[src/rtl/iwec_pkg.sv]
package iwec_pkg;
    parameter int ADDR_W = 32;
    parameter int DATA_W = 32;
    parameter int SIZE_W = 2;

    typedef struct packed {
        logic [ADDR_W-1:0] addr;
        logic [DATA_W-1:0] data;
        logic [SIZE_W-1:0] size;
    } wr_entry_t;

    typedef enum logic [1:0] {
        DR_IDLE  = 2'd0,
        DR_ISSUE = 2'd1,
        DR_WAIT  = 2'd2
    } drain_state_t;

    typedef enum logic {
        ER_CLEAR  = 1'b0,
        ER_RAISED = 1'b1
    } err_state_t;
endpackage

[src/rtl/wq_fifo.sv]
module wq_fifo
    import iwec_pkg::*;
#(
    parameter int DEPTH = 4
) (
    input  logic      clk,
    input  logic      rst_n,
    input  logic      push,
    input  wr_entry_t push_entry,
    input  logic      pop,
    output wr_entry_t head,
    output logic      full,
    output logic      empty
);
    localparam int PTR_W = (DEPTH > 1) ? $clog2(DEPTH) : 1;
    localparam int CNT_W = $clog2(DEPTH + 1);
    localparam logic [CNT_W-1:0] CNT_MAX = CNT_W'(DEPTH);

    wr_entry_t        slots [DEPTH];
    logic [PTR_W-1:0] wr_ptr;
    logic [PTR_W-1:0] rd_ptr;
    logic [CNT_W-1:0] count;

    function automatic logic [PTR_W-1:0] ptr_inc(input logic [PTR_W-1:0] p);
        if (int'(p) == DEPTH - 1) begin
            return '0;
        end
        return p + PTR_W'(1);
    endfunction

    genvar gi;
    generate
        for (gi = 0; gi < DEPTH; gi++) begin : g_slot
            always_ff @(posedge clk) begin
                if (!rst_n) begin
                    slots[gi] <= '0;
                end else if (push && (int'(wr_ptr) == gi)) begin
                    slots[gi] <= push_entry;
                end
            end
        end
    endgenerate

    always_ff @(posedge clk) begin
        if (!rst_n) begin
            wr_ptr <= '0;
            rd_ptr <= '0;
            count  <= '0;
        end else begin
            if (push) begin
                wr_ptr <= ptr_inc(wr_ptr);
            end
            if (pop) begin
                rd_ptr <= ptr_inc(rd_ptr);
            end
            unique case ({push, pop})
                2'b10:   count <= count + CNT_W'(1);
                2'b01:   count <= count - CNT_W'(1);
                default: count <= count;
            endcase
        end
    end

    always_comb begin
        head  = slots[rd_ptr];
        full  = (count == CNT_MAX);
        empty = (count == '0);
    end

    // the top never writes into a full queue
    p_no_overflow_r2: assert property (@(posedge clk) disable iff (!rst_n)
        full |-> !push);

    p_no_underflow_r3: assert property (@(posedge clk) disable iff (!rst_n)
        empty |-> !pop);
endmodule

[src/rtl/wq_drain.sv]
module wq_drain
    import iwec_pkg::*;
(
    input  logic              clk,
    input  logic              rst_n,
    input  logic              q_empty,
    input  wr_entry_t         q_head,
    output logic              q_pop,
    output logic              drain_idle,
    output logic              bus_wvalid,
    input  logic              bus_wready,
    output logic [ADDR_W-1:0] bus_waddr,
    output logic [DATA_W-1:0] bus_wdata,
    output logic [SIZE_W-1:0] bus_wsize,
    input  logic              bus_rsp_valid
);
    drain_state_t state_q;
    drain_state_t state_d;

    always_ff @(posedge clk) begin
        if (!rst_n) begin
            state_q <= DR_IDLE;
        end else begin
            state_q <= state_d;
        end
    end

    always_comb begin
        state_d = state_q;
        unique case (state_q)
            DR_IDLE: begin
                if (!q_empty) begin
                    state_d = DR_ISSUE;
                end
            end
            DR_ISSUE: begin
                if (bus_wready) begin
                    state_d = DR_WAIT;
                end
            end
            DR_WAIT: begin
                if (bus_rsp_valid) begin
                    state_d = q_empty ? DR_IDLE : DR_ISSUE;
                end
            end
            default: state_d = DR_IDLE;
        endcase
    end

    always_comb begin
        bus_wvalid = (state_q == DR_ISSUE);
        q_pop      = (state_q == DR_ISSUE) && bus_wready;
        drain_idle = (state_q == DR_IDLE);
        bus_waddr  = q_head.addr;
        bus_wdata  = q_head.data;
        bus_wsize  = q_head.size;
    end

    // an offered write holds still until taken
    p_hold_until_taken_r3: assert property (@(posedge clk) disable iff (!rst_n)
        bus_wvalid && !bus_wready |=> bus_wvalid && $stable(bus_waddr)
                                      && $stable(bus_wdata) && $stable(bus_wsize));

    // at most one bus cycle outstanding
    p_one_outstanding_r3: assert property (@(posedge clk) disable iff (!rst_n)
        bus_wvalid && bus_wready |=> !bus_wvalid);
endmodule

[src/rtl/wq_errlog.sv]
module wq_errlog
    import iwec_pkg::*;
(
    input  logic              clk,
    input  logic              rst_n,
    input  logic              rsp_valid,
    input  logic              rsp_err,
    input  logic [ADDR_W-1:0] ex_pc,
    input  logic              exc_ack,
    output logic              exc_req,
    output logic [ADDR_W-1:0] exc_pc,
    output logic              exc_merged
);
    err_state_t        state_q;
    err_state_t        state_d;
    logic [ADDR_W-1:0] pc_q;
    logic              merged_q;
    logic              bus_fault;

    always_comb begin
        bus_fault = rsp_valid && rsp_err;
    end

    always_comb begin
        state_d = state_q;
        unique case (state_q)
            ER_CLEAR: begin
                if (bus_fault) begin
                    state_d = ER_RAISED;
                end
            end
            ER_RAISED: begin
                if (exc_ack && !bus_fault) begin
                    state_d = ER_CLEAR;
                end
            end
            default: state_d = ER_CLEAR;
        endcase
    end

    always_ff @(posedge clk) begin
        if (!rst_n) begin
            state_q  <= ER_CLEAR;
            pc_q     <= '0;
            merged_q <= 1'b0;
        end else begin
            state_q <= state_d;
            unique case (state_q)
                ER_CLEAR: begin
                    if (bus_fault) begin
                        pc_q     <= ex_pc;
                        merged_q <= 1'b0;
                    end
                end
                ER_RAISED: begin
                    if (exc_ack) begin
                        merged_q <= 1'b0;
                        if (bus_fault) begin
                            pc_q <= ex_pc;
                        end
                    end else if (bus_fault) begin
                        merged_q <= 1'b1;
                    end
                end
                default: merged_q <= 1'b0;
            endcase
        end
    end

    always_comb begin
        exc_req    = (state_q == ER_RAISED);
        exc_pc     = pc_q;
        exc_merged = merged_q;
    end

    p_raise_r4: assert property (@(posedge clk) disable iff (!rst_n)
        rsp_valid && rsp_err && !exc_req |=> exc_req && !exc_merged
                                             && (exc_pc == $past(ex_pc)));

    p_merge_r5: assert property (@(posedge clk) disable iff (!rst_n)
        exc_req && !exc_ack && rsp_valid && rsp_err |=> exc_req && exc_merged
                                                       && $stable(exc_pc));

    p_sticky_r6: assert property (@(posedge clk) disable iff (!rst_n)
        exc_req && !exc_ack |=> exc_req);

    p_clean_rsp_r11: assert property (@(posedge clk) disable iff (!rst_n)
        !exc_req && !(rsp_valid && rsp_err) |=> !exc_req);
endmodule

[src/rtl/wbuf_err_collector.sv]
module wbuf_err_collector
    import iwec_pkg::*;
#(
    parameter int DEPTH = 4
) (
    input  logic              clk,
    input  logic              rst_n,
    input  logic              st_valid,
    input  logic [ADDR_W-1:0] st_addr,
    input  logic [DATA_W-1:0] st_data,
    input  logic [SIZE_W-1:0] st_size,
    input  logic              bar_valid,
    input  logic [ADDR_W-1:0] ex_pc,
    output logic              ex_stall,
    output logic              bus_wvalid,
    input  logic              bus_wready,
    output logic [ADDR_W-1:0] bus_waddr,
    output logic [DATA_W-1:0] bus_wdata,
    output logic [SIZE_W-1:0] bus_wsize,
    input  logic              bus_rsp_valid,
    input  logic              bus_rsp_err,
    output logic              exc_req,
    output logic [ADDR_W-1:0] exc_pc,
    output logic              exc_merged,
    input  logic              exc_ack
);
    wr_entry_t new_entry;
    wr_entry_t head;
    logic      q_full;
    logic      q_empty;
    logic      q_push;
    logic      q_pop;
    logic      drain_idle;

    always_comb begin
        new_entry.addr = st_addr;
        new_entry.data = st_data;
        new_entry.size = st_size;
        q_push         = st_valid && !q_full;
        ex_stall       = (st_valid && q_full)
                       || (bar_valid && !(q_empty && drain_idle));
    end

    wq_fifo #(.DEPTH(DEPTH)) u_fifo (
        .clk        (clk),
        .rst_n      (rst_n),
        .push       (q_push),
        .push_entry (new_entry),
        .pop        (q_pop),
        .head       (head),
        .full       (q_full),
        .empty      (q_empty)
    );

    wq_drain u_drain (
        .clk           (clk),
        .rst_n         (rst_n),
        .q_empty       (q_empty),
        .q_head        (head),
        .q_pop         (q_pop),
        .drain_idle    (drain_idle),
        .bus_wvalid    (bus_wvalid),
        .bus_wready    (bus_wready),
        .bus_waddr     (bus_waddr),
        .bus_wdata     (bus_wdata),
        .bus_wsize     (bus_wsize),
        .bus_rsp_valid (bus_rsp_valid)
    );

    wq_errlog u_errlog (
        .clk        (clk),
        .rst_n      (rst_n),
        .rsp_valid  (bus_rsp_valid),
        .rsp_err    (bus_rsp_err),
        .ex_pc      (ex_pc),
        .exc_ack    (exc_ack),
        .exc_req    (exc_req),
        .exc_pc     (exc_pc),
        .exc_merged (exc_merged)
    );

    // a released barrier sees a drained queue and an idle bus
    p_barrier_drained_r7: assert property (@(posedge clk) disable iff (!rst_n)
        bar_valid && !ex_stall |-> q_empty && drain_idle);

    // a store into a non-full queue is never held back
    p_store_accept_r1: assert property (@(posedge clk) disable iff (!rst_n)
        st_valid && !bar_valid && !q_full |-> !ex_stall);
endmodule

[config.mk]
export PLATFORM = sky130hd
export DESIGN_NAME = wbuf_err_collector
export DESIGN_NICKNAME = d
export VERILOG_FILES = /design/src/rtl/iwec_pkg.sv /design/src/rtl/wq_fifo.sv /design/src/rtl/wq_drain.sv /design/src/rtl/wq_errlog.sv /design/src/rtl/wbuf_err_collector.sv
export SDC_FILE = /design/constraint.sdc
export NUM_CORES = 1
export LEC_CHECK = 0
export BUFFER_PORTS_ARGS = -buffer_cell sky130_fd_sc_hd__buf_2
export CAP_MARGIN = 30
export CORE_ASPECT_RATIO = 0.5
export CORE_MARGIN = 5
export CORE_UTILIZATION = 45
export CTS_BUF_LIST = sky130_fd_sc_hd__clkbuf_2 sky130_fd_sc_hd__clkbuf_4 sky130_fd_sc_hd__clkbuf_8
export DETAILED_ROUTE_END_ITERATION = 10
export PLACE_DENSITY = 0.74
export SLEW_MARGIN = 0
export SYNTH_ARGS = -nofsm -noshare
export SYNTH_HDL_FRONTEND = slang
export SYNTH_HIERARCHICAL = 1
export SYNTH_SLANG_ARGS = --single-unit
[constraint.sdc]
create_clock -name clk -period 3.15 [get_ports clk]
set_input_delay 0.1575 -clock clk [delete_from_list [all_inputs] [get_ports clk]]
set_output_delay 0.1575 -clock clk [all_outputs]
set_load 0.05 [all_outputs]
Word-level counts from Yosys, hierarchy flattened
Memory sizes are Yosys's and may differ from the RTL's. A register that Yosys moved wholly into a read port is not among the register bits. Cells that the tools add are included.

Reductions and logical operators: 21. Equality and inequality tests: 15. Divide/modulo/power cells: 0. Order comparisons: 0. Multipliers: 0. Bitwise gates (word level): 5. Add/subtract/negate cells: 4. Multiplexer cells: 45. Shift-type cells: 0.

Operators by type and width (number): two-way mux 66 bit (4); two-way mux 32 bit (2); case mux 32 bit (2 select lines) (1); two-way mux 1 bit (25); two-way mux 2 bit (9); logical AND 1 bit (11); == test 2 x 1 -> 1 bit (second input constant) (4); == test 2 bit (second input constant) (4); != test 2 bit (second input constant) (3); case mux 2 bit (3 select lines) (1); case mux 3 bit (2 select lines) (1); adder 2 x 1 -> 2 bit (second input constant) (2); logical NOT 2 bit (2); != test 2 x 1 -> 1 bit (second input constant) (2); bitwise OR 1 bit (4); case mux 1 bit (2 select lines) (2); adder 3 x 1 -> 3 bit (second input constant) (1); == test 3 bit (second input constant) (1); logical NOT 1 bit (3); logical NOT 3 bit (1); != test 3 bit (second input constant) (1); AND reduction 3 bit (1); subtractor 3 x 1 -> 3 bit (second input constant) (1); AND reduction 2 bit (1); other kinds (3) (3).

Input port bits: 106. Bits in read-only memories: 0. Output and inout bits: 102. RAM bits: 264. Logic and storage cells: 98. Register bits after elaboration: 43. Bits in latches: 0. Memories kept: 1.

Memories: u_fifo.slots (depth 4, width 66, read ports 1, clocked after memory_dff 1, wr ports 4, RTL line wq_fifo.sv:19) `wr_entry_t slots [DEPTH];`.

Logic depth before layout (Yosys ltp)
Gate-level depths: netlist of run 1.

Word-level depth: 8. Depth in mapped cells: 11.

By module
The synthesis of run 1 kept the hierarchy.

Modules (own cells, without submodules): wq_fifo (times used 1, seq. area each 8107.8 µm², cells each 693, area each 11798.8 µm²); wq_errlog (times used 1, seq. area each 680.7 µm², cells each 150, area each 1397.6 µm²); wq_drain (times used 1, seq. area each 40.0 µm², cells each 77, area each 603.1 µm²); wbuf_err_collector (times used 1, seq. area each 0.0 µm², cells each 3, area each 18.8 µm²).

Least setup slack after synthesis of run 1
OpenSTA, ideal clock, no wires.

Kind: reg2reg. From: reg u_fifo.count[0]. To: mem u_fifo/slots[0][0] (netlist bit), enable pin. Setup time: 0.425 ns. Arrival time: 2.324 ns. Setup slack: 0.400 ns. Data required time: 2.725 ns. Cell stages (with the launch flop): 7. Cell sequence: dfxtp_1 -> inv_1 -> and3_1 -> nor2b_1 -> buf_4 -> nand2_1 -> nand2_1.

RTL lines: start, declared (RTL line wq_fifo.sv:22) `logic [CNT_W-1:0] count;`; start signal, assigned (RTL line wq_fifo.sv:57) `2'b10: count <= count + CNT_W'(1);`; start signal, assigned (RTL line wq_fifo.sv:58) `2'b01: count <= count - CNT_W'(1);`; start signal, assigned (RTL line wq_fifo.sv:59) `default: count <= count;`; end, declared (RTL line wq_fifo.sv:19).

==> results.yml, run 1 <==
global_route:
  grt.met3_usage_pct: 3.52
  gr-total-overflow: 0
  met1_usage_pct: 21.2
  grt_use_met2_pct: 31.7
  antenna_found_initial: 1
  grt_most_used_layer: "met2"
  track_usage_pct: 17.5
  grt_max_degree: 74
  grt_pass1_wl_mm: 48.0
  grt_pass1_vias: 8802
route:
  drt_iter0_markers: 437
  routedWlPerCell_um: 18.8
  route.detailed.drc: 0
  via_per_inst: 4.95
  drt-pass1-iter-count: 5
  ant_nets: 0
  vias: 7999
  drt-total-wl_mm: 30.3
die:
  die_x_um: 258
  core_area_mm2: 0.0303
  fp.dieArea_mm2: 0.0345
  die_height_um: 134
  initial_utilization_pct: 45.6
  rows: 45
  pin_count: 208
critical_path:
  required_ns: 2.99
  crit_chain: "buf_4 -> mux4_2 -> buf_2"
  reg2reg_slack_ns: 0.71
  r2r-start: "u_fifo/count[1]$_SDFFE_PN0P_"
  cp_num_buf_inv: 2
  arrival_ns: 2.42
  cp_top_family: "flip-flops"
  cp-end-kind: "primary output"
  crit_cells: 3
  ff2ff_path_depth: 10
  path_class: "flip-flop to primary output"
  cp_max_fo: 20
  r2r-end: "u_fifo/count[2]$_SDFFE_PN0P_"
  endpoint: "bus_wdata[19]"
  cp_slowest_cell: "dfxtp_4"
  max_stage_delay_ns: 0.64
  cp-start-kind: "flip-flop"
clock_network:
  clockBufferDepth: 3
  clkSlewWorstSetupHoldPaths_ns: 0.06
  insertion_delay_ns: 0.57
  clkSinkCount: 309
  numCtsBuffers: 45
  cts_root_buf: "clkbuf_8"
  cts_tree: "done"
  htree_levels: 2
synthesis:
  synth_nets: 1036
  avgSynthCellArea_um2: 15.0
  yosysWarnings: 6
  yosysSeqAreaShare_pct: 63.9
  synth_cells: 923
  netlist_area_mm2: 0.0138
  ys_seq_elements: 309
  synth.distinct_cells: 32
sta:
  setup_tns_ns: 0
  final_max_slew_viol_count: 0
  fin_hold_ws_ns: 0.0534
  min_period_ns: 2.58
  setup_viol: 0
  tightest_slew_ns: 0.637
  rsz0062_at_grt: "false"
  fmax_mhz: 388
  fin_worst_skew_ns: 0.0282
  layout_worst_path_cycle_share_pct: 81.8
  max_slew_margin_pct: 57.5
  finalHoldViolations: 0
finish:
  num-fill-cells: 2344
  final_common_cell: "and2_1"
  synthToLayoutAreaGrowth_pct: 21.3
  layout-drive-gt1-share_pct: 31.5
  nets: 1295
  final_cell_mix: "266 x and2_1, 264 x edfxtp_1, 207 x buf_2, 104 x dlygate4sd3_1, 73 x nand2_1"
  fin_util_pct: 55.3
pwr:
  ir_drop_uv: 266
  p_leak_nw: 6.69
  p_per_area_mw_per_mm2: 612
  total_power_w: 0.0102
run:
  cap_violations: 0
placed_design:
  port-buffer-count: 207
  dp_hpwl_mm: 19.0
  gp_congestion: 0.769
hold_path:
  hold_start: "bus_rsp_valid"
  hold_class: "primary input to flip-flop"
status:
  status: "finished clean"
sequential cells by signal, summed over array words and instances, names as in the netlist, named ones only:
name                 flops
u_fifo/rd_ptr            2
u_drain/state_q          2
u_errlog/exc_req         1
u_errlog/exc_pc         32
u_fifo/slots           264
u_fifo/wr_ptr            2
u_fifo/count             3
u_errlog/exc_merged      1
worst min path at each step:
stage	to	slack [ns]	cells past startpoint
floorplan	u_drain/state_q[1]$_SDFFE_PN0P_	0.27	1
detailed placement	u_errlog/exc_pc[3]$_SDFFE_PN0P_	0.42	3
CTS	u_drain/state_q[0]$_SDFFE_PN0P_	0.01	4
global placement	u_errlog/exc_pc[30]$_SDFFE_PN0P_	0.41	3
finish	u_drain/state_q[0]$_SDFFE_PN0P_	0.05	4
global route	u_drain/state_q[0]$_SDFFE_PN0P_	0.04	4
cell usage after synthesis:
cell	number	area, um^2
and2b_1	2	15.0
nor2b_4	2	27.5
xnor2_1	1	8.76
and2_4	1	8.76
nor2b_1	6	37.5
ha_1	6	75.1
mux4_2	66	1490
o21a_1	2	15.0
nor3b_1	1	7.51
fa_1	1	20.0
and2_1	266	1660
nor3_1	3	15.0
a21oi_1	2	10.0
or3_1	1	6.26
nand2_1	77	289
o21ai_0	2	10.0
nand2b_1	1	6.26
clkbuf_2	12	60.1
and3_1	5	31.3
buf_4	69	518
buf_6	6	67.6
a21boi_0	2	15.0
xor2_1	1	8.76
buf_12	3	60.1
a22o_1	1	8.76
clkbuf_1	17	63.8
buf_2	14	70.1
nor2_1	3	11.3
mux2i_1	35	350
inv_1	6	22.5
dfxtp_1	45	901
edfxtp_1	264	7930
per-stage QoR:
step / area (um^2) / setup slack (ns) / instances
finish: 16800 / 0.574 / 1615
global route: 16800 / 0.387 / 1615
CTS: 16800 / 0.475 / 1614
detailed placement: 14800 / 0.745 / 1430
global placement: 14800 / 0.835 / 1429
floorplan: 13800 / 0.400 / 923
tightest hold or removal path: cells and delay by family:
kind	cells	cell delay [ns]
simple gates	2	0.18
buf+inv	1	0.10
compound gates	1	0.12
routing by layer:
layer	wire length, um	vias to the layer above
met5	0	-
met3	1550	62
met1	12000	3983
li1	-	3733
met4	760	0
met2	16000	221
layout make-up:
class	count	area [um^2]	share of cell area (%)
clock inverters	11	76.3	0.455
inverters	6	22.5	0.134
multi-input cells	487	4160	24.8
well taps	399	499	2.98
diodes	1	2.50	0.0149
clock buffers	69	806	4.81
repair buffers	333	2350	14.1
flip-flops and latches	309	8840	52.7
what timing repair did:
item | 4_1_cts | 5_1_grt
hold buffers | 104 | 0
resized for setup | 0 | 0
hold endpoints to repair | 301 | 0
buffers inserted | 0 | 0
where the power goes:
| group | internal (W) | leakage (nW) | switching (W) |
|---|---|---|---|
| Clock | 0.00164 | 0.466 | 0.00148 |
| Sequential | 0.00478 | 3.14 | 0.000142 |
| Combinational | 0.000770 | 3.08 | 0.00143 |
kinds of logic (layout without fill, tap and decap cells):
kind of cell             count (synthesis)  after routing  share of synthesized area (%)
AO/OA/AOI/OAI                            9              9                          0.426
XOR/XNOR                                 2              2                          0.127
adder cells (fa/ha/maj)                  7              7                          0.688
buffers and inverters                  127            419                           6.24
flip-flops                             309            309                           63.9
multiplexers                           101            101                           13.3
other                                    0              1                              0
AND/OR/NAND/NOR                        368            368                           15.3
Note: power is estimated with default switching activity, not from simulation.
==> run 2, diff against run 1 <==
--- a/config.mk
+++ b/config.mk
@@ -12,7 +12,7 @@
 export CORE_UTILIZATION = 45
 export CTS_BUF_LIST = sky130_fd_sc_hd__clkbuf_2 sky130_fd_sc_hd__clkbuf_4 sky130_fd_sc_hd__clkbuf_8
 export DETAILED_ROUTE_END_ITERATION = 10
-export PLACE_DENSITY = 0.74
+export PLACE_DENSITY = 0.77
 export SLEW_MARGIN = 0
 export SYNTH_ARGS = -nofsm -noshare
 export SYNTH_HDL_FRONTEND = slang
==> constraint.sdc (replaced) <==
create_clock -name clk -period 2.2 [get_ports clk]
set_input_delay 0.11 -clock clk [delete_from_list [all_inputs] [get_ports clk]]
set_output_delay 0.11 -clock clk [all_outputs]
set_load 0.05 [all_outputs]
==> run 2 against run 1 <==
Via count grew 2.1%; register-to-register slack lost 0.58 ns; utilization grew 1.5 points; sequential power grew 42%; combinational power grew 63%; worst hold slack gained 0.0024 ns; clock skew grew 0.0055 ns.
==> results.yml, run 2 (synthesis gave the netlist of run 1 again) <==
critical_path:
  endpoint: "bus_waddr[13]"
  arrival_ns: 2.02
  cp_num_buf_inv: 3
  r2r-end: "u_fifo/count[2]$_SDFFE_PN0P_"
  cp-end-kind: "primary output"
  cp-start-kind: "flip-flop"
  reg2reg_slack_ns: 0.13
  r2r-start: "u_fifo/count[0]$_SDFFE_PN0P_"
  max_stage_delay_ns: 0.55
  cp_top_family: "multiplexers"
  ff2ff_path_depth: 10
  cp_max_fo: 7
  cp_slowest_cell: "mux4_2"
  crit_chain: "buf_4 -> buf_12 -> mux4_2 -> buf_6"
  crit_cells: 4
  required_ns: 2.09
  path_class: "flip-flop to primary output"
status:
  status: "finished clean"
clock_network:
  htree_levels: 2
  cts_root_buf: "clkbuf_8"
  cts_tree: "done"
  clockBufferDepth: 3
  insertion_delay_ns: 0.57
  clkSinkCount: 309
  numCtsBuffers: 44
  clkSlewWorstSetupHoldPaths_ns: 0.07
global_route:
  antenna_found_initial: 1
  met1_usage_pct: 20.8
  gr-total-overflow: 0
  grt_most_used_layer: "met2"
  grt_max_degree: 76
  grt_use_met2_pct: 33.4
  grt_pass1_vias: 9014
  grt_pass1_wl_mm: 48.8
  grt.met3_usage_pct: 2.69
  track_usage_pct: 17.9
route:
  routedWlPerCell_um: 19.3
  via_per_inst: 4.99
  ant_nets: 0
  vias: 8166
  route.detailed.drc: 0
  drt_iter0_markers: 507
  drt-total-wl_mm: 31.6
  drt-pass1-iter-count: 5
die:
  die_height_um: 134
  core_area_mm2: 0.0303
  die_x_um: 258
  pin_count: 208
  fp.dieArea_mm2: 0.0345
  rows: 45
  initial_utilization_pct: 45.6
placed_design:
  dp_hpwl_mm: 18.5
  gp_congestion: 0.772
  port-buffer-count: 207
  place_area_mm2: 0.0150
  dp_cells: 1439
finish:
  final_common_cell: "and2_1"
  nets: 1316
  layout-drive-gt1-share_pct: 32.3
  num-fill-cells: 2255
  regMostFlops: "u_fifo/slots"
  design_area_mm2: 0.0172
  final_cell_mix: "266 x and2_1, 264 x edfxtp_1, 169 x buf_2, 104 x dlygate4sd3_1, 73 x nand2_1"
  synthToLayoutAreaGrowth_pct: 24.6
  largest_reg_flops: 264
  final_cells: 1636
  fin_util_pct: 56.8
sta:
  tightest_slew_ns: 0.669
  fin_worst_skew_ns: 0.0336
  rsz0062_at_grt: "true"
  fmax_mhz: 470
  fin_hold_ws_ns: 0.0558
  finalHoldViolations: 0
  layout_worst_path_cycle_share_pct: 96.6
  final_max_slew_viol_count: 0
  min_period_ns: 2.13
  max_slew_margin_pct: 55.4
  setup_viol: 0
  setup_tns_ns: 0
pwr:
  ir_drop_uv: 415
  p_leak_nw: 6.87
  p_per_area_mw_per_mm2: 864
run:
  cap_violations: 0
hold_path:
  hold_class: "primary input to flip-flop"
run 2: cell types whose count changed in the layout (fill, tap and decap cells not counted), moves of 3 or more:
cell / previous run / this run
buf_2: 207 / 169
buf_6: 0 / 16
buf_16: 0 / 3
clkinv_1: 5 / 10
buf_4: 13 / 44
buf_12: 9 / 15
clkinv_2: 2 / 7
clkbuf_4: 23 / 13
run 2: layout make-up:
class                   instances  area, um^2  share of cell area [%]
repair buffers                355        2860                    16.6
diodes                          1        2.50                  0.0145
well taps                     399         499                    2.90
clock buffers                  58         717                    4.16
clock inverters                21         114                   0.661
multi-input cells             487        4160                    24.2
flip-flops and latches        309        8840                    51.3
inverters                       6        22.5                   0.131
run 2: worst reg2reg max path, cell delays in order, from the launching register on:
cell	delay, ns
dfxtp_1	0.33
inv_1	0.10
and3_1	0.19
nor2b_1	0.06
inv_1	0.07
ha_1	0.19
inv_1	0.06
fa_1	0.38
xor2_1	0.16
or3_1	0.32
a21boi_1	0.14
run 2: how the worst min path moves through the flow:
stage,to,startpoint,cells after the start,slack [ns]
2_1_floorplan,u_drain/state_q[1]$_SDFFE_PN0P_,rst_n,1,0.23
3_3_place_gp,u_errlog/exc_pc[11]$_SDFFE_PN0P_,ex_pc[11],3,0.35
3_5_place_dp,u_errlog/exc_pc[3]$_SDFFE_PN0P_,ex_pc[3],3,0.37
4_1_cts,u_fifo/wr_ptr[0]$_SDFFE_PN0P_,st_valid,5,0.03
5_1_grt,u_fifo/wr_ptr[0]$_SDFFE_PN0P_,st_valid,5,0.1
6_report,u_fifo/wr_ptr[0]$_SDFFE_PN0P_,st_valid,5,0.06
run 2: where the power goes:
group	internal (W)	total, W	switching [W]
logic	0.00141	0.00358	0.00218
registers	0.00684	0.00701	0.000166
clock network	0.00215	0.00429	0.00214
run 2: metal layers:
| layer | routed length [um] | part of all wire, % |
|---|---|---|
| met1 | 12300 | 39 |
| met4 | 1200 | 3.8 |
| met3 | 1160 | 3.7 |
| met2 | 17000 | 54 |
| met5 | 0 | 0 |
run 2: through the flow:
step | power (W) | worst slack, ns
after global routing | 0.0155 | -0.0369
after CTS | 0.0148 | 0.00151
after floorplan | 0.00974 | -0.550
final | 0.0149 | 0.0738
after global placement | 0.0102 | 0.217
after detailed placement | 0.0103 | 0.148
run 2: timing repair:
action,4_1_cts,5_1_grt
hold buffers,104,0
setup endpoints to repair,58,41
buffers inserted,7,3
cloned,1,2
gates resized for setup,27,53
endpoints found under the hold margin,300,0
==> run 3, diff against run 2 <==
--- a/config.mk
+++ b/config.mk
@@ -7,7 +7,7 @@
 export LEC_CHECK = 0
 export BUFFER_PORTS_ARGS = -buffer_cell sky130_fd_sc_hd__buf_2
 export CAP_MARGIN = 30
-export CORE_ASPECT_RATIO = 0.5
+export CORE_ASPECT_RATIO = 1.2
 export CORE_MARGIN = 5
 export CORE_UTILIZATION = 45
 export CTS_BUF_LIST = sky130_fd_sc_hd__clkbuf_2 sky130_fd_sc_hd__clkbuf_4 sky130_fd_sc_hd__clkbuf_8
==> run 3 against run 2 <==
Clock power grew 11%; via count shrank 0.18%; non-clock buffer count shrank 20; critical path depth shrank 1; maximum frequency shrank 1.7%; wire length shrank 1.8%; die area shrank 0.58%; clock-buffer cell count grew 6; critical path type unchanged; largest cell class unchanged; largest power group unchanged.
==> results.yml, run 3 (synthesis gave the netlist of run 1 again) <==
clock_network:
  post-cts-setup-buffers: 0
  htree_levels: 2
  clkSlewWorstSetupHoldPaths_ns: 0.06
  numCtsBuffers: 48
  clkSinkCount: 309
  cts_tree: "done"
  cts_root_buf: "clkbuf_8"
  insertion_delay_ns: 0.58
  clockBufferDepth: 3
pwr:
  pwr-share-seq_pct: 45.9
  p_leak_nw: 6.80
  switching_share_pct: 29.6
  p_comb_share_pct: 22.8
  p_clk_share_pct: 31.3
  p_per_area_mw_per_mm2: 888
  intPower_w: 0.0107
  p_switching_w: 0.00451
  ir_drop_uv: 549
global_route:
  grt_max_degree: 76
  gr-total-overflow: 0
  grt_pass1_wl_mm: 48.9
  antenna_found_initial: 1
  track_usage_pct: 18.1
  grt_pass1_vias: 9044
critical_path:
  cp_num_buf_inv: 2
  path_class: "flip-flop to primary output"
  required_ns: 2.09
  cp-start-kind: "flip-flop"
  cp_max_fo: 39
  arrival_ns: 2.05
  cp-end-kind: "primary output"
  ff2ff_path_depth: 10
  cp_top_family: "multiplexers"
  cp_slowest_cell: "mux4_2"
  crit_chain: "buf_16 -> mux4_2 -> buf_6"
  max_stage_delay_ns: 0.61
  crit_cells: 3
placed_design:
  place_area_mm2: 0.0149
  port-buffer-count: 207
  dp_cells: 1428
  gp_congestion: 0.748
  dp_hpwl_mm: 17.3
  dpl_worst_slack_ns: 0.0932
route:
  route.detailed.drc: 0
  vias: 8151
  via_per_inst: 5.04
  drt_iter0_markers: 518
  drt-total-wl_mm: 31.1
  drt-pass1-iter-count: 6
  ant_nets: 0
  routedWlPerCell_um: 19.2
finish:
  design_area_mm2: 0.0172
  regMostFlops: "u_fifo/slots"
  final_cell_mix: "266 x and2_1, 264 x edfxtp_1, 173 x buf_2, 105 x dlygate4sd3_1, 73 x nand2_1"
  final_cells: 1618
  final_common_cell: "and2_1"
  layout-drive-gt1-share_pct: 31.7
  synthToLayoutAreaGrowth_pct: 24.1
  diodes: 0
  largest_reg_flops: 264
  nets: 1300
  fin_util_pct: 56.4
sta:
  tightest_slew_ns: 0.535
  finalHoldViolations: 0
  min_period_ns: 2.16
  rsz0062_at_grt: "true"
  final_max_slew_viol_count: 0
  max_slew_margin_pct: 64.3
  layout_worst_path_cycle_share_pct: 98.3
  fmax_mhz: 462
  setup_viol: 0
  fin_hold_ws_ns: 0.0854
  fin_worst_skew_ns: 0.0163
  worst_slack_ns: 0.0369
hold_path:
  hold_depth: 4
  hold_class: "primary input to flip-flop"
status:
  status: "finished clean"
die:
  fp.dieArea_mm2: 0.0343
  die_x_um: 170
  die_height_um: 202
  pin_count: 208
  initial_utilization_pct: 45.5
  rows: 70
  core_area_mm2: 0.0304
run:
  cap_violations: 0
run 3: cell type report:
type	instances	area (um^2)
clock buffer	64	787
timing repair buffer	335	2690
fill	2296	13200
sequential	309	8840
tap	396	495
multi-input combinational	487	4170
clock inverter	21	153
inverter	6	22.5
run 3: power by group through the flow:
stage                     clock, W  combinational, W  sequential (W)
after floorplan                  0           0.00256         0.00719
after detailed placement         0           0.00313         0.00711
final                      0.00477           0.00347         0.00700
after global routing       0.00517           0.00367         0.00704
after CTS                  0.00489           0.00343         0.00699
after global placement           0           0.00311         0.00708
run 3: metrics by stage:
stage	setup TNS (ns)	total power [W]
3_5_place_dp	0	0.0102
5_1_grt	-1.49	0.0159
3_3_place_gp	0	0.0102
6_report	0	0.0152
4_1_cts	-0.0466	0.0153
2_1_floorplan	-72.60	0.00974
run 3: worst register-to-register path: stages (launching register included):
cell,delay [ns]
dfxtp_1,0.32
inv_1,0.10
and3_1,0.19
nor2b_1,0.06
inv_1,0.07
ha_2,0.19
inv_1,0.06
fa_2,0.34
xor2_1,0.16
or3_1,0.32
a21boi_1,0.14
run 3: worst paths after layout:
path | from | end | slack [ns]
worst max-delay path | flip-flop | bus_wdata[6] | 0.04
worst min-delay path | bus_rsp_valid | u_drain/state_q[1]$_SDFFE_PN0P_ | 0.09
worst max register to register | u_fifo/count[1]$_SDFFE_PN0P_ | u_fifo/count[2]$_SDFFE_PN0P_ | 0.17
worst min register to register | u_errlog/exc_pc[9]$_SDFFE_PN0P_ | u_errlog/exc_pc[9]$_SDFFE_PN0P_ | 0.46
run 3: repair_timing:
item	in CTS	in global routing
pin swaps	0	0
setup endpoints to repair	39	47
hold endpoints to repair	301	0
resized for setup	50	23
hold buffers	105	0
run 3: routing by layer:
metal  up-vias  share of wire, %  track usage [%]
met4         2               2.5             6.39
met1      4059                40             22.2
met2       295                51             31.5
li1       3743                 -                -
met5         -             0.023                0
met3        52               6.2             4.11
